$ cat src/rtl/nvm_rd_pkg.sv
package nvm_rd_pkg;
    typedef enum logic [1:0] {
        ST_IDLE  = 2'd0,
        ST_BUSY  = 2'd1,
        ST_VALID = 2'd2
    } seq_state_e;

    localparam int VALID_BIT   = 0;
    localparam int ADDR_LSB    = 2;
    localparam int DATA_LSB    = 16;
    localparam int WORD_W      = 16;
    localparam int ST_CORR_BIT = 0;
    localparam int ST_UNC_BIT  = 1;
    localparam int ST_TMO_BIT  = 2;
    localparam int FLAG_N      = 3;
endpackage

$ cat src/rtl/nvm_mem_model.sv
module nvm_mem_model #(
    parameter int WA_W = 8
) (
    input  logic [WA_W-1:0] waddr,
    output logic [15:0]     word
);
    localparam logic [31:0] MUL = 32'd40503;
    localparam logic [31:0] OFS = 32'd4660;

    logic [31:0] prod;

    always_comb begin
        prod = 32'(waddr) * MUL + OFS;
        word = prod[15:0];
    end

    logic unused_prod_hi;
    assign unused_prod_hi = ^prod[31:16];
endmodule

$ cat src/rtl/nvm_seq.sv
module nvm_seq
    import nvm_rd_pkg::*;
#(
    parameter int ACC_LAT    = 4,
    parameter int TMO_CYCLES = 32
) (
    input  logic clk,
    input  logic rst_n,
    input  logic start,
    input  logic hold,
    output logic valid,
    output logic done,
    output logic tmo_evt
);
    localparam int CW = $clog2(TMO_CYCLES + 1);
    localparam logic [CW-1:0] LAT_LAST = CW'(ACC_LAT - 1);
    localparam logic [CW-1:0] TMO_LAST = CW'(TMO_CYCLES - 1);

    seq_state_e state_q, state_d;
    logic [CW-1:0] cnt_q, cnt_d;

    always_ff @(posedge clk or negedge rst_n) begin
        if (!rst_n) begin
            state_q <= ST_IDLE;
            cnt_q   <= '0;
        end else begin
            state_q <= state_d;
            cnt_q   <= cnt_d;
        end
    end

    always_comb begin
        state_d = state_q;
        cnt_d   = cnt_q;
        done    = 1'b0;
        tmo_evt = 1'b0;
        if (start) begin
            state_d = ST_BUSY;
            cnt_d   = '0;
        end else begin
            unique case (state_q)
                ST_IDLE:  state_d = ST_IDLE;
                ST_BUSY: begin
                    cnt_d = cnt_q + 1'b1;
                    if (!hold && cnt_q == LAT_LAST) begin
                        state_d = ST_VALID;
                        done    = 1'b1;
                    end else if (cnt_q == TMO_LAST) begin
                        state_d = ST_IDLE;
                        tmo_evt = 1'b1;
                    end
                end
                ST_VALID: state_d = ST_VALID;
                default:  state_d = ST_IDLE;
            endcase
        end
    end

    assign valid = (state_q == ST_VALID);
endmodule

$ cat src/rtl/nvm_word_reader.sv
module nvm_word_reader
    import nvm_rd_pkg::*;
#(
    parameter int WA_W       = 8,
    parameter int ACC_LAT    = 4,
    parameter int TMO_CYCLES = 32
) (
    input  logic        clk,
    input  logic        rst_n,
    input  logic        host_wr,
    input  logic        host_sel,
    input  logic [31:0] host_wdata,
    output logic [31:0] host_rdata,
    input  logic        access_hold,
    input  logic        ecc_corr_inj,
    input  logic        ecc_uncorr_inj
);
    localparam int ADDR_MSB = ADDR_LSB + WA_W - 1;

    logic              cmd_wr, stat_wr;
    logic [WA_W-1:0]   addr_q;
    logic [WORD_W-1:0] data_q, mem_word;
    logic [FLAG_N-1:0] flags_q, flag_set, flag_clr;
    logic              valid, done, tmo_evt;

    assign cmd_wr  = host_wr && !host_sel;
    assign stat_wr = host_wr &&  host_sel;

    nvm_seq #(.ACC_LAT(ACC_LAT), .TMO_CYCLES(TMO_CYCLES)) u_seq (
        .clk(clk), .rst_n(rst_n), .start(cmd_wr), .hold(access_hold),
        .valid(valid), .done(done), .tmo_evt(tmo_evt)
    );

    nvm_mem_model #(.WA_W(WA_W)) u_mem (.waddr(addr_q), .word(mem_word));

    always_ff @(posedge clk or negedge rst_n) begin
        if (!rst_n) begin
            addr_q <= '0;
            data_q <= '0;
        end else begin
            if (cmd_wr) addr_q <= host_wdata[ADDR_MSB:ADDR_LSB];
            if (done)   data_q <= mem_word;
        end
    end

    always_comb begin
        flag_set              = '0;
        flag_set[ST_CORR_BIT] = done && ecc_corr_inj;
        flag_set[ST_UNC_BIT]  = done && ecc_uncorr_inj;
        flag_set[ST_TMO_BIT]  = tmo_evt;
        flag_clr              = stat_wr ? host_wdata[FLAG_N-1:0] : '0;
    end

    for (genvar i = 0; i < FLAG_N; i++) begin : g_flag
        always_ff @(posedge clk or negedge rst_n) begin
            if (!rst_n)           flags_q[i] <= 1'b0;
            else if (flag_set[i]) flags_q[i] <= 1'b1;
            else if (flag_clr[i]) flags_q[i] <= 1'b0;
        end
    end

    always_comb begin
        host_rdata = '0;
        if (host_sel) begin
            host_rdata[FLAG_N-1:0] = flags_q;
        end else begin
            host_rdata[VALID_BIT]            = valid;
            host_rdata[ADDR_MSB:ADDR_LSB]    = addr_q;
            host_rdata[31:DATA_LSB]          = valid ? data_q : '0;
        end
    end

    logic unused_wbits;
    assign unused_wbits = ^host_wdata[31:ADDR_MSB+1];
endmodule

$ cat config.mk
export PLATFORM = sky130hd
export DESIGN_NAME = nvm_word_reader
export DESIGN_NICKNAME = d
export VERILOG_FILES = /design/src/rtl/nvm_rd_pkg.sv /design/src/rtl/nvm_mem_model.sv /design/src/rtl/nvm_seq.sv /design/src/rtl/nvm_word_reader.sv
export SDC_FILE = /design/constraint.sdc
export NUM_CORES = 1
export LEC_CHECK = 0
export ABC_CLOCK_PERIOD_IN_PS = 4300
export BUFFER_PORTS_ARGS = -buffer_cell sky130_fd_sc_hd__buf_2
export CAP_MARGIN = 10
export CORE_ASPECT_RATIO = 1.2
export CORE_UTILIZATION = 50
export CTS_BUF_LIST = sky130_fd_sc_hd__clkbuf_8
export CTS_CLUSTER_SIZE = 14
export DETAILED_ROUTE_END_ITERATION = 7
export PLACE_DENSITY_LB_ADDON = 0.25
export SETUP_SLACK_MARGIN = 0.4
export SYNTH_ARGS = -nofsm -noshare
export SYNTH_HDL_FRONTEND = slang
export SYNTH_SLANG_ARGS = --single-unit
$ cat constraint.sdc
create_clock -name clk -period 4.3 [get_ports clk]
set_clock_uncertainty 0.05 [all_clocks]
set_input_delay 0.43 -clock clk [delete_from_list [all_inputs] [get_ports clk]]
set_output_delay 0.43 -clock clk [all_outputs]
set_load 0.01 [all_outputs]
==> flow_summary.toml <==
[power_and_ir_drop]
irDropWorstVdd_v = 0.000369
finalPower_mw = 3.46
power_density_nw_per_um2 = 870
clkPwrFrac_pct = 10.1
p_int_mw = 1.94
power_leakage_nw = 2.08
p_sw_share_pct = 44.0
p_comb_share_pct = 76.8
power_switching_mw = 1.52
p_seq_share_pct = 13.1

[setup_path]
endpoint_kind = "flop"
r2r_end = "data_q[15]"
worst_ep_arrival_time_ps = 4020
path_class = "flop to flop"
worstRegToRegCells = 15
r2r-start = "addr_q[5]"
critPathSlowestCell = "fa_1"
crit_top_cell = "inv_2"
required_ps = 4420
crit_path_max_incr_delay_ps = 550
critical_path.cell_chain = "fa_1 -> inv_2 -> fa_1 -> inv_2 -> fa_1 -> inv_2 -> fa_2 -> inv_2 -> ha_4 -> nand3_2 -> o211ai_2 -> and2_4 -> a221oi_4 -> xnor2_2 -> o21ai_2"
crit_fanout = 4
cp-start-kind = "flop"
path_delay_family = "adder cells"
crit_buf_inv = 4
worst-r2r-setup-slack_ps = 400

[clock_network]
cts_num_sinks = 35
cts_tree = "done"
cts_root_buf = "clkbuf_8"
cts_buffers = 5
path_clk_slew_ps = 70
htreeDepth = 2
clock_path_buffers = 2
clk-insertion-delay-late_ps = 290

[global_route]
met2_usage_pct = 39.6
antenna_found_initial = 0
grt_pass1_vias = 2479
grtUsageMet3_pct = 3.12
overflow = 0
grt_max_degree = 36
grt-busiest-layer = "met2"
track_usage_pct = 20.8
grt_pass1_wl_um = 11200
grt_use_met1_pct = 23.0

[floorplanning]
die-area_um2 = 6920
core_um2 = 6410
fp.dieH_um = 91.0
ioPinCount = 71
fp.dieW_um = 76.1
start_util_pct = 51.5
rows = 32

[route]
routedWlPerCell_um = 13.5
drc = 0
vias = 2396
ant_nets = 0
dr.first_iter.drc_count = 33
routed_wl_um = 6620
dr.pass1.iters = 4
vias_per_cell = 4.89

[placement]
post-dp-hpwl_um = 5140
port_buffers = 42
place_congestion = 0.850

[yosys]
ys.flop_type = "dfrtp_1"
synth_edf_count = 0
synth_cell_types = 37
synthArstFlopShare_pct = 100
yosysWarnings = 0
yosysTopAreaCell = "dfrtp_1"
ys_seq_elements = 35
synth_area_um2 = 3300
avgSynthCellArea_um2 = 9.47
synthTopCellsByArea = "dfrtp_1 27%, fa_1 18%, ha_1 15%, inv_1 7.1%, nand2_1 4.8%"
syn_inst = 348
synth_top_area_share_pct = 26.6
yosysSeqAreaShare_pct = 26.6

[sta]
fmax_mhz = 256
period_share_pct = 90.8
whs_ps = 164
rsz0062_at_grt = "yes"
slew_violations = 0
setup_viol = 0
period_minus_slack_ps = 3900
hold_viol = 0
tightest_slew_ps = 782
setup_tns_ps = 0
relSlewSlack_pct = 47.9

[run]
maxCapViolCount = 0

[cells_and_area]
fin_nets = 512
final_util_pct = 62.1
drive_gt1_share_pct = 28.1
mostFrequentLayoutCells = "52 x inv_1, 42 x nand2_1, 42 x buf_2, 31 x dfrtp_1"
diodes = 0
syn2layout_area_growth_pct = 20.7
layout_commonest_cell = "inv_1"

[outcome]
status = "finished clean"

[hold_path]
hp-class = "input port to asynchronous set/reset pin"
through the flow:
step           instance area (um2)  instances  setup slack, ps
5_1_grt                       3980        490              261
2_1_floorplan                 3350        353              399
6_report                      3980        490              397
4_1_cts                       3910        487              355
3_3_place_gp                  3640        473              112
3_5_place_dp                  3640        473             40.0
kinds of logic after synthesis:
logic type	synth area share, %
multiplexers	2.13
adder cells (fa/ha/maj)	33.0
buffers and inverters	9.75
AND/OR/NAND/NOR	14.8
flip-flops	26.6
XOR/XNOR	5.05
other	0.114
AO/OA/AOI/OAI	8.58
worst max-delay path by stage:
stage,start,to,slack [ps],cells after the start
after floorplan,addr_q[5],data_q[15],400,15
after global routing,addr_q[5],data_q[15],260,15
final,addr_q[5],data_q[15],400,15
after global placement,addr_q[6],data_q[14],110,15
after detailed placement,addr_q[6],data_q[14],40,15
after CTS,addr_q[5],data_q[15],360,15
routing by layer:
layer / part of all wire [%] / vias to the layer above
met4: 2.6 / 0
met2: 54 / 46
met5: 0 / -
met3: 2.4 / 13
met1: 41 / 1142
li1: - / 1195
power groups by stage:
stage          sequential (mW)  clock, mW  combinational [mW]
2_1_floorplan            0.452          0                1.66
3_3_place_gp             0.457          0                2.02
3_5_place_dp             0.460          0                2.10
4_1_cts                  0.455      0.358                2.48
5_1_grt                  0.466      0.370                2.94
6_report                 0.453      0.350                2.66
final cells by class:
class / count / area [um2]
fillers: 570 / 2430
inverters: 62 / 233
multi-input cells: 241 / 2290
clock buffers: 5 / 68.8
repair buffers: 59 / 338
clock inverters: 3 / 63.8
flip-flops and latches: 35 / 881
well taps: 85 / 106
cells in the mapped netlist, types with 2 or more instances:
cell,count
and3_1,2
clkbuf_1,6
and2_1,17
dfrtp_1,35
ha_1,39
a21oi_1,6
o21bai_1,3
nand3_1,7
fa_1,30
xor2_1,7
a21oi_2,3
buf_4,6
o21ai_2,2
xnor2_1,12
nor2b_1,8
nand4_1,4
inv_1,62
mux2_4,4
a21o_1,4
o21ai_0,23
nor2_1,11
nand2_1,42
flip-flops by register name (all words and copies together), names as in the netlist:
signal	flops
u_seq.state_q	2
u_seq.cnt_q	6
flags_q	3
addr_q	8
data_q	16
repair_timing:
| item | 4_1_cts | 5_1_grt |
|---|---|---|
| hold buffers | 0 | 0 |
| pin swaps | 13 | 15 |
| gates resized for setup | 23 | 11 |
| setup buffers | 6 | 2 |
| endpoints found under the setup margin | 6 | 6 |
Note: power is estimated with default switching activity, not from simulation.
